## src/rtl/rle_pkg.sv

```systemverilog
package rle_pkg;
    typedef enum logic [3:0] {
        ST_IDLE,
        ST_HCNT,
        ST_HLEN,
        ST_HPTR,
        ST_BCHK,
        ST_EADR,
        ST_EDAT,
        ST_HNXT,
        ST_HFLG
    } rle_state_e;

    localparam int unsigned FLG_AUTO = 0;
    localparam int unsigned FLG_IRQ  = 1;
endpackage

```

## src/rtl/rle_launch.sv

```systemverilog
module rle_launch #(
    parameter int unsigned AW = 32,
    parameter int unsigned SW = 16
) (
    input  logic          clk,
    input  logic          rst_n,
    input  logic          wr_i,
    input  logic [AW-1:0] addr_i,
    input  logic [SW-1:0] size_i,
    input  logic          take_i,
    output logic          valid_o,
    output logic [AW-1:0] addr_o,
    output logic [SW-1:0] size_o
);
    typedef struct packed {
        logic          v;
        logic [AW-1:0] a;
        logic [SW-1:0] s;
    } slot_t;

    slot_t slot_d, slot_q;

    always_comb begin
        slot_d = slot_q;
        if (take_i) slot_d.v = 1'b0;
        if (wr_i) begin
            slot_d.v = 1'b1;
            slot_d.a = addr_i;
            slot_d.s = size_i;
        end
    end

    always_ff @(posedge clk or negedge rst_n) begin
        if (!rst_n) slot_q <= '0;
        else        slot_q <= slot_d;
    end

    assign valid_o = slot_q.v;
    assign addr_o  = slot_q.a;
    assign size_o  = slot_q.s;
endmodule

```

## src/rtl/rle_rdport.sv

```systemverilog
module rle_rdport #(
    parameter int unsigned AW = 32
) (
    input  logic          clk,
    input  logic          rst_n,
    input  logic          issue_i,
    input  logic [AW-1:0] addr_i,
    input  logic          req_ready_i,
    output logic          req_valid_o,
    output logic [AW-1:0] req_addr_o
);
    typedef struct packed {
        logic          v;
        logic [AW-1:0] a;
    } req_t;

    req_t req_d, req_q;

    always_comb begin
        req_d = req_q;
        if (req_q.v && req_ready_i) req_d.v = 1'b0;
        if (issue_i) begin
            req_d.v = 1'b1;
            req_d.a = addr_i;
        end
    end

    always_ff @(posedge clk or negedge rst_n) begin
        if (!rst_n) req_q <= '0;
        else        req_q <= req_d;
    end

    assign req_valid_o = req_q.v;
    assign req_addr_o  = req_q.a;
endmodule

```

## src/rtl/rle_seq.sv

```systemverilog
module rle_seq
    import rle_pkg::*;
#(
    parameter int unsigned AW  = 32,
    parameter int unsigned SW  = 16,
    parameter int unsigned RAW = 16,
    parameter int unsigned NB  = 8
) (
    input  logic           clk,
    input  logic           rst_n,
    input  logic           hdr_mode_i,
    input  logic           pend_valid_i,
    input  logic [AW-1:0]  pend_addr_i,
    input  logic [SW-1:0]  pend_size_i,
    output logic           take_o,
    output logic           issue_o,
    output logic [AW-1:0]  issue_addr_o,
    input  logic           rd_valid_i,
    input  logic [31:0]    rd_data_i,
    output logic           reg_wr_o,
    output logic [RAW-1:0] reg_addr_o,
    output logic [31:0]    reg_data_o,
    output logic           irq_o,
    output logic           busy_o
);
    localparam int unsigned IW      = (NB > 1) ? $clog2(NB) : 1;
    localparam int unsigned LW      = 29;
    localparam int unsigned OFF_NXT = 4 + 8 * NB;
    localparam int unsigned OFF_FLG = 8 + 8 * NB;

    typedef struct packed {
        rle_state_e     st;
        logic           ph;
        logic           hl;
        logic [AW-1:0]  hdr;
        logic [IW-1:0]  idx;
        logic [IW-1:0]  cnt;
        logic [LW-1:0]  left;
        logic [AW-1:0]  ptr;
        logic [RAW-1:0] radr;
        logic [AW-1:0]  nxt;
        logic           wr;
        logic [RAW-1:0] wa;
        logic [31:0]    wd;
        logic           irq;
    } seq_t;

    seq_t n, q;

    logic          fin, go, go_hdr;
    logic [1:0]    fflags;
    logic [AW-1:0] go_addr;
    logic [SW-1:0] go_size;
    logic [AW-1:0] idx_off;

    assign idx_off = AW'({q.idx, 3'b000});

    // Byte address of the word fetched in the current state
    always_comb begin
        case (q.st)
            ST_HCNT: issue_addr_o = q.hdr;
            ST_HLEN: issue_addr_o = q.hdr + AW'(4) + idx_off;
            ST_HPTR: issue_addr_o = q.hdr + AW'(8) + idx_off;
            ST_EADR: issue_addr_o = q.ptr;
            ST_EDAT: issue_addr_o = q.ptr + AW'(4);
            ST_HNXT: issue_addr_o = q.hdr + AW'(OFF_NXT);
            ST_HFLG: issue_addr_o = q.hdr + AW'(OFF_FLG);
            default: issue_addr_o = q.hdr;
        endcase
    end

    always_comb begin
        n       = q;
        n.wr    = 1'b0;
        n.irq   = 1'b0;
        take_o  = 1'b0;
        issue_o = 1'b0;
        fin     = 1'b0;
        fflags  = 2'b00;
        go      = 1'b0;
        go_hdr  = 1'b0;
        go_addr = '0;
        go_size = '0;

        case (q.st)
            ST_IDLE: begin
                if (pend_valid_i) begin
                    take_o  = 1'b1;
                    go      = 1'b1;
                    go_hdr  = hdr_mode_i;
                    go_addr = pend_addr_i;
                    go_size = pend_size_i;
                end
            end
            ST_BCHK: begin
                if (q.left != '0) begin
                    n.st = ST_EADR;
                end else if (q.hl) begin
                    fin    = 1'b1;
                    fflags = 2'b10;
                end else if (q.idx == q.cnt) begin
                    n.st = ST_HNXT;
                end else begin
                    n.idx = q.idx + IW'(1);
                    n.st  = ST_HLEN;
                end
            end
            default: begin
                if (!q.ph) begin
                    issue_o = 1'b1;
                    n.ph    = 1'b1;
                end else if (rd_valid_i) begin
                    n.ph = 1'b0;
                    case (q.st)
                        ST_HCNT: begin
                            n.cnt = (rd_data_i > 32'(NB - 1)) ? IW'(NB - 1)
                                                              : rd_data_i[IW-1:0];
                            n.st  = ST_HLEN;
                        end
                        ST_HLEN: begin
                            n.left = rd_data_i[31:3];
                            n.st   = ST_HPTR;
                        end
                        ST_HPTR: begin
                            n.ptr = rd_data_i[AW-1:0];
                            n.st  = ST_BCHK;
                        end
                        ST_EADR: begin
                            n.radr = rd_data_i[RAW-1:0];
                            n.st   = ST_EDAT;
                        end
                        ST_EDAT: begin
                            n.wr   = 1'b1;
                            n.wa   = q.radr;
                            n.wd   = rd_data_i;
                            n.ptr  = q.ptr + AW'(8);
                            n.left = q.left - LW'(1);
                            n.st   = ST_BCHK;
                        end
                        ST_HNXT: begin
                            n.nxt = rd_data_i[AW-1:0];
                            n.st  = ST_HFLG;
                        end
                        default: begin
                            fin    = 1'b1;
                            fflags = rd_data_i[1:0];
                        end
                    endcase
                end
            end
        endcase

        // List completion: interrupt and choice of what runs next
        if (fin) begin
            n.irq = fflags[FLG_IRQ];
            if (fflags[FLG_AUTO] && !fflags[FLG_IRQ]) begin
                go      = 1'b1;
                go_hdr  = 1'b1;
                go_addr = q.nxt;
            end else if (pend_valid_i) begin
                take_o  = 1'b1;
                go      = 1'b1;
                go_hdr  = hdr_mode_i;
                go_addr = pend_addr_i;
                go_size = pend_size_i;
            end else if (fflags[FLG_AUTO]) begin
                go      = 1'b1;
                go_hdr  = 1'b1;
                go_addr = q.nxt;
            end else begin
                n.st = ST_IDLE;
            end
        end

        if (go) begin
            n.ph  = 1'b0;
            n.idx = '0;
            if (go_hdr) begin
                n.hl  = 1'b0;
                n.hdr = go_addr;
                n.st  = ST_HCNT;
            end else begin
                n.hl   = 1'b1;
                n.ptr  = go_addr;
                n.left = LW'(go_size >> 3);
                n.st   = ST_BCHK;
            end
        end
    end

    always_ff @(posedge clk or negedge rst_n) begin
        if (!rst_n) begin
            q    <= '0;
            q.st <= ST_IDLE;
        end else begin
            q <= n;
        end
    end

    assign reg_wr_o   = q.wr;
    assign reg_addr_o = q.wa;
    assign reg_data_o = q.wd;
    assign irq_o      = q.irq;
    assign busy_o     = (q.st != ST_IDLE);
endmodule

```

## src/rtl/reglist_engine.sv

```systemverilog
module reglist_engine #(
    parameter int unsigned AW  = 32,
    parameter int unsigned SW  = 16,
    parameter int unsigned RAW = 16,
    parameter int unsigned NB  = 8
) (
    input  logic           clk,
    input  logic           rst_n,
    input  logic           hdr_mode,
    input  logic           launch_wr,
    input  logic [AW-1:0]  launch_addr,
    input  logic [SW-1:0]  launch_size,
    output logic           launch_upd,
    output logic           mem_req_valid,
    input  logic           mem_req_ready,
    output logic [AW-1:0]  mem_req_addr,
    input  logic           mem_rsp_valid,
    input  logic [31:0]    mem_rsp_data,
    output logic           cfg_wr,
    output logic [RAW-1:0] cfg_addr,
    output logic [31:0]    cfg_data,
    output logic           frame_irq,
    output logic           busy
);
    logic          take;
    logic [AW-1:0] pend_addr;
    logic [SW-1:0] pend_size;
    logic          issue;
    logic [AW-1:0] issue_addr;

    rle_launch #(.AW(AW), .SW(SW)) i_launch (
        .clk     (clk),
        .rst_n   (rst_n),
        .wr_i    (launch_wr),
        .addr_i  (launch_addr),
        .size_i  (launch_size),
        .take_i  (take),
        .valid_o (launch_upd),
        .addr_o  (pend_addr),
        .size_o  (pend_size)
    );

    rle_rdport #(.AW(AW)) i_rdport (
        .clk         (clk),
        .rst_n       (rst_n),
        .issue_i     (issue),
        .addr_i      (issue_addr),
        .req_ready_i (mem_req_ready),
        .req_valid_o (mem_req_valid),
        .req_addr_o  (mem_req_addr)
    );

    rle_seq #(.AW(AW), .SW(SW), .RAW(RAW), .NB(NB)) i_seq (
        .clk          (clk),
        .rst_n        (rst_n),
        .hdr_mode_i   (hdr_mode),
        .pend_valid_i (launch_upd),
        .pend_addr_i  (pend_addr),
        .pend_size_i  (pend_size),
        .take_o       (take),
        .issue_o      (issue),
        .issue_addr_o (issue_addr),
        .rd_valid_i   (mem_rsp_valid),
        .rd_data_i    (mem_rsp_data),
        .reg_wr_o     (cfg_wr),
        .reg_addr_o   (cfg_addr),
        .reg_data_o   (cfg_data),
        .irq_o        (frame_irq),
        .busy_o       (busy)
    );
endmodule

```

## config.mk

```make
export PLATFORM = sky130hd
export DESIGN_NAME = reglist_engine
export DESIGN_NICKNAME = d
export VERILOG_FILES = /design/src/rtl/rle_pkg.sv /design/src/rtl/rle_launch.sv /design/src/rtl/rle_rdport.sv /design/src/rtl/rle_seq.sv /design/src/rtl/reglist_engine.sv
export SDC_FILE = /design/constraint.sdc
export NUM_CORES = 1
export LEC_CHECK = 0
export BUFFER_PORTS_ARGS = -buffer_cell sky130_fd_sc_hd__buf_4
export CORE_MARGIN = 8
export CORE_UTILIZATION = 42
export DETAILED_ROUTE_END_ITERATION = 6
export PLACE_DENSITY = 0.56
export RECOVER_POWER = 25
export SLEW_MARGIN = 20
export SYNTH_ARGS = -nofsm -noshare
export SYNTH_HDL_FRONTEND = slang
export SYNTH_SLANG_ARGS = --single-unit
```

## constraint.sdc

```tcl
create_clock -name clk -period 6.9 [get_ports clk]
set_input_delay 0.345 -clock clk [delete_from_list [all_inputs] [get_ports clk]]
set_output_delay 0.345 -clock clk [all_outputs]
set_load 0.02 [all_outputs]
```

# Word level (Yosys, flattened, before mapping)
# Cells that the tools add are included.
totals:
  output_inout_bits: 85
  word_cells: 140
  ramBits: 0
  romBits: 0
  input_bits: 86
  latchBits: 0
  memories: 0
  reg_bits: 285
op_classes:
  n_shift: 0
  n_eq_ne: 13
  addsub: 10
  n_div: 0
  bitwise_logic: 1
  n_reduce_logical: 18
  n_lt_le_gt_ge: 1
  multipliers: 0
  muxes: 78
ops:
  columns: ["op", "n"]
  rows:
  - ["$mux W158", 3]
  - ["$mux W32", 8]
  - ["$pmux W32 S6", 1]
  - ["$mux W61", 2]
  - ["$mux W49", 2]
  - ["$mux W16", 6]
  - ["$add A32 B3 Y32 const B", 2]
  - ["$add A32 B4 Y32 const B", 2]
  - ["$add A32 B6 Y32", 2]
  - ["$add A32 B7 Y32 const B", 2]
  - ["$pmux W32 S2", 1]
  - ["$pmux W29 S2", 1]
  - ["$mux W41", 1]
  - ["$mux W33", 1]
  - ["$gt A32 B3 Y1 const B", 1]
  - ["$reduce_bool A29 Y1", 1]
  - ["$sub A29 B1 Y29 const B", 1]
  - ["$mux W1", 28]
  - ["$mux W4", 7]
  - ["$mux W3", 7]
  - ["$pmux W4 S5", 1]
  - ["$reduce_and A4 Y1", 5]
  - ["$eq A4 B3 Y1 const B", 4]
  - ["$mux W2", 5]
  - ["20 further kinds", 27]

# Logic depth before layout (Yosys ltp)
logic_depth:
  ltp_word: 12
  mapped_depth: 12
  mapped_depth_nobuf: 11

# Hierarchy
# A second synthesis with hierarchy kept.
unflattened:
  cells_unflattened: 1872
  area_unflattened_um2: 17595.6
by_module_without_submodules:
  columns: ["mod", "n_inst", "area_each_um2", "cells_per_inst", "seq_area_each_um2"]
  rows:
  - ["rle_seq", 1, 14361.3, 1697, 5079.9]
  - ["rle_launch", 1, 1856.8, 104, 1226.2]
  - ["rle_rdport", 1, 1377.6, 71, 825.8]

# Worst setup path before layout
# OpenSTA, ideal clock, no wires.
synth_timing:
  path_kind: "register -> register"
  start: "register i_seq.q[169] in the netlist's numbering"
  end: "register i_rdport.req_q, in the netlist i_rdport.req_addr_o[18]"
  n_path_buf: 1
  t_arrival_ns: 2.641
  path_slack_ns: 4.130
  synth_period_minus_slack_ns: 2.770
  required_time_ns: 6.771
  setup_time_ns: 0.129
  path_stages_with_launch: 11
  cell_sequence: "dfrtp_1 > ha_1 > ha_1 > fa_1 > a21oi_1 > nand2b_1 > clkbuf_1 > o31ai_1 > o32a_1 > o32ai_1 > a21oi_1"
synth_between:
  elab_chain_len: 3
synth_lines:
  columns: ["item", "line_no", "source"]
  rows:
  - ["start, declared", "rle_seq.sv:48", "seq_t n, q;"]
  - ["start signal, assigned", "rle_seq.sv:196", "q <= n;"]
  - ["$add A32 B4 Y32 / $add A32 B3 Y32 (equally long branches)", "rle_seq.sv:63, rle_seq.sv:62", null]
  - ["$add A32 B6 Y32 (on tied branches)", "rle_seq.sv:63, rle_seq.sv:62", null]
  - ["$pmux W32 S6 *", "rle_seq.sv:60", "case (q.st)"]
  - ["end signal, assigned", "rle_rdport.sv:30", "else req_q <= req_d;"]
  - ["end, declared", "rle_rdport.sv:17", "req_t req_d, req_q;"]
# Mark *: on every way between the ends. The rest lies on a longest branch, timed or not.
# A chain may end at the register's enable or synchronous reset.

# Final worst setup path
layout_timing:
  start: "register i_seq.q[144] in the netlist's numbering"
  end: "register i_seq.q[168] in the netlist's numbering"
layout_between:
  elab_chain_len: 8
layout_lines:
  columns: ["item", "line_no", "source"]
  rows:
  - ["$reduce_bool A29 Y1 *", "rle_seq.sv:96", "if (q.left != '0) begin"]
  - ["$mux W2", "rle_seq.sv:96", null]
  - ["$pmux W2 S2", "rle_seq.sv:85", "case (q.st)"]
  - ["$mux W1 / $logic_not A1 Y1 (equally long branches)", "rle_seq.sv:166, rle_seq.sv:156", null]
  - ["$mux W1 / $logic_and A1 B1 Y1 (equally long branches)", "rle_seq.sv:160, rle_seq.sv:156", null]
  - ["$mux W1", "rle_seq.sv:156", "if (fflags[FLG_AUTO] && !fflags[FLG_IRQ]) begin"]
  - ["$mux W1", "rle_seq.sv:154", "if (fin) begin"]
  - ["$reduce_and A2 Y1 (no line)", null, null]
# Marks and branches as above.

==> reports/metrics.yaml <==
fmax_mhz: 247
die_h_um: 219
fill_cells: 4007
netlist_area_um2: 17400
grt_overflow: 0
setup_viol: 0
clockBufferDepth: 3
area_growth_pct: 13.8
skew_ns: 0.0426
ys_seq_area_frac: 0.406
synth_area_leaders: "dfrtp_1 (41%), mux2_2 (6.2%), nand2_1 (6.1%)"
end_kind: "register"
wl_mm: 69.2
status: "complete, but fails checks"
fin_crit_ns: 4.05
insertion_delay_ns: 0.58
grt_pass1_vias: 15800
fin_nets: 2160
ys_seq_elements: 282
coreArea_um2: 40800
grt_max_degree: 132
via_count: 16700
routed_via_density: 6.38
power_density_nw_per_um2: 390
maxCapViolCount: 1
finalHoldViolations: 0
synth_top_cell_area_share: 0.406
ys_warn_count: 0
start_kind: "register"
whs_path_depth: 2
synthFlopType: "dfrtp_1"
critPathKind: "reg -> reg"
grt_util_all_layers: 0.285
pin_count: 171
cp_max_fo: 45
antenna_left: 0
wl_per_cell_um: 26.5
syn_nets: 2125
cp.required_ns: 7.40
post-route-period-util: 0.587
ff_latch_area_um2: 7060
rsz0062_at_grt: "no"
multi_input_area_um2: 9250
die_area_um2: 48100
worst_hold_path_type: "in -> reg"
drt_iter0_drc: 2197
tns_ns: 0
ir_drop_mv: 0.203
max_slew_margin: -0.770
yosysTopAreaCell: "dfrtp_1"
tightest_slew_ns: 2.65
antenna_found_initial: 1
row_count: 74
syn_area_per_cell_um2: 8.60
synth_cell_type_count: 84
cts_tree: "done"
cp.arrival_ns: 4.55
routabilityCongestion: 0.957
firstDrtPassIters: 6
p_leak_uw: 0.00834
io_buffers: 167
async_flop_share: 1.00
drcViolationCount: 0
r2r_cells: 7
ctsResizeCount: 0
drive_gt1_frac: 0.172
syn_inst: 2022
grt_first_pass_wirelength_mm: 105
maxSlewViolCount: 47
cts_inserted_buffers: 35
violations: "capacitance limit, slew limit"
die_x_um: 219
cts_max_level: 2
cts-root-buf: "clkbuf_16"
start_util: 0.426
clk_pin_slew_ns: 0.06
p_total_uw: 7730
synth-edff-count: 0
hpwlAfterDp_mm: 47.7
cts.sinks: 282
## final timing paths
kind | from | end | slack (ns)
worst min-delay path | launch_size[9] | i_launch.size_o[9]$_DFFE_PN0P_ | 0.03
min in group asynchronous | rst_n | i_seq.q[150]$_DFF_PN0_ | 0.38
max in group asynchronous | rst_n | i_seq.q[129]$_DFF_PN0_ | 5.16
worst min register to register | i_seq.q[86]$_DFFE_PN0P_ | i_seq.reg_addr_o[4]$_DFFE_PN0P_ | 0.46
worst max register to register | i_seq.q[144]$_DFF_PN0_ | i_seq.q[168]$_DFFE_PN0P_ | 2.85
worst max-delay path | i_seq.q[144]$_DFF_PN0_ | i_seq.q[168]$_DFFE_PN0P_ | 2.85
## kinds of logic after synthesis
kind of cell | share of synthesized area
flip-flops | 0.406
adder cells (fa/ha/maj) | 0.0135
AND/OR/NAND/NOR | 0.219
XOR/XNOR | 0.0121
AO/OA/AOI/OAI | 0.216
buffers and inverters | 0.0665
multiplexers | 0.0662
## power by group
part / leakage, µW / switching (µW) / internal [µW]
Combinational: 0.00419 / 1800 / 1100
Clock: 0.000562 / 775 / 1100
Sequential: 0.00359 / 788 / 2170
Total: 0.00834 / 3360 / 4360
## worst max-delay path, cell delays in order (launching register included)
cell,delay [ns]
dfrtp_1,0.44
nor4_2,0.44
nand4b_1,0.57
nor4_4,0.88
o21a_2,0.87
buf_4,0.39
a211oi_1,0.21
a21oi_1,0.18
## sequential cells by signal, indices dropped and copies added, names as in the netlist, 3 cells and up
signal	flops
i_seq.reg_data_o	32
i_launch.size_o	13
i_seq.idx_off	3
i_seq.q	150
i_rdport.req_addr_o	32
i_launch.addr_o	32
i_seq.reg_addr_o	16
## cell usage after synthesis (all sizes together), types with 28 or more instances
library cell,count
nor2,133
mux2,95
buf,90
nor4,39
clkbuf,125
nand3,46
a21oi,196
dfrtp,282
o21ai,160
a221oi,30
nand4,35
inv,28
nor3,73
a31oi,38
and4,41
nand2,282
## stage by stage
step / instance area, µm² / setup slack (ns) / util / cells / hold slack [ns]
after floorplan: 17400 / 4.13 / - / 2022 / 0.0494
after global placement: 18600 / 3.01 / 0.455 / 2536 / 0.411
after detailed placement: 18600 / 2.97 / 0.455 / 2536 / 0.404
after CTS: 19900 / 2.99 / 0.487 / 2612 / 0.00371
after global routing: 19800 / 2.67 / 0.485 / 2613 / 0.0153
final: 19800 / 2.85 / 0.485 / 2614 / 0.0261
## timing repair
action / CTS / global route
hold endpoints to repair: 104 / 0
hold buffers: 15 / 0
buffers inserted: 0 / 0
## placed cells by master (no fill, tap or decap), drive strengths merged, types with 11 or more instances in the layout
master / n
a211oi: 16
a21oi: 196
a221oi: 30
a22o: 12
a22oi: 11
a31oi: 38
and3: 18
and4: 41
buf: 170
clkbuf: 77
dfrtp: 282
dlygate4sd3: 15
ha: 14
inv: 31
mux2: 95
nand2: 282
nand3: 46
nand4: 35
nor2: 133
nor3: 73
nor4: 39
o211ai: 12
o21ai: 160
o31ai: 24
or3: 23
or4: 17
xnor2: 11
xor2: 13
## per-layer routing
metal	track usage	wire, µm	up-vias
li1	-	-	7513
met4	0.102	2500	0
met1	0.425	31400	8217
met2	0.407	29000	812
met3	0.0523	6220	145
met5	0	0	-
## layout make-up
class,count,area share
antenna,1,0.000126
clock buffer,49,0.0505
clock inverter,12,0.00752
inverter,28,0.00531
multi-input combinational,1497,0.468
sequential,282,0.357
tap,532,0.0336
timing repair buffer,213,0.0786
Note: power is estimated with default switching activity, not from simulation.
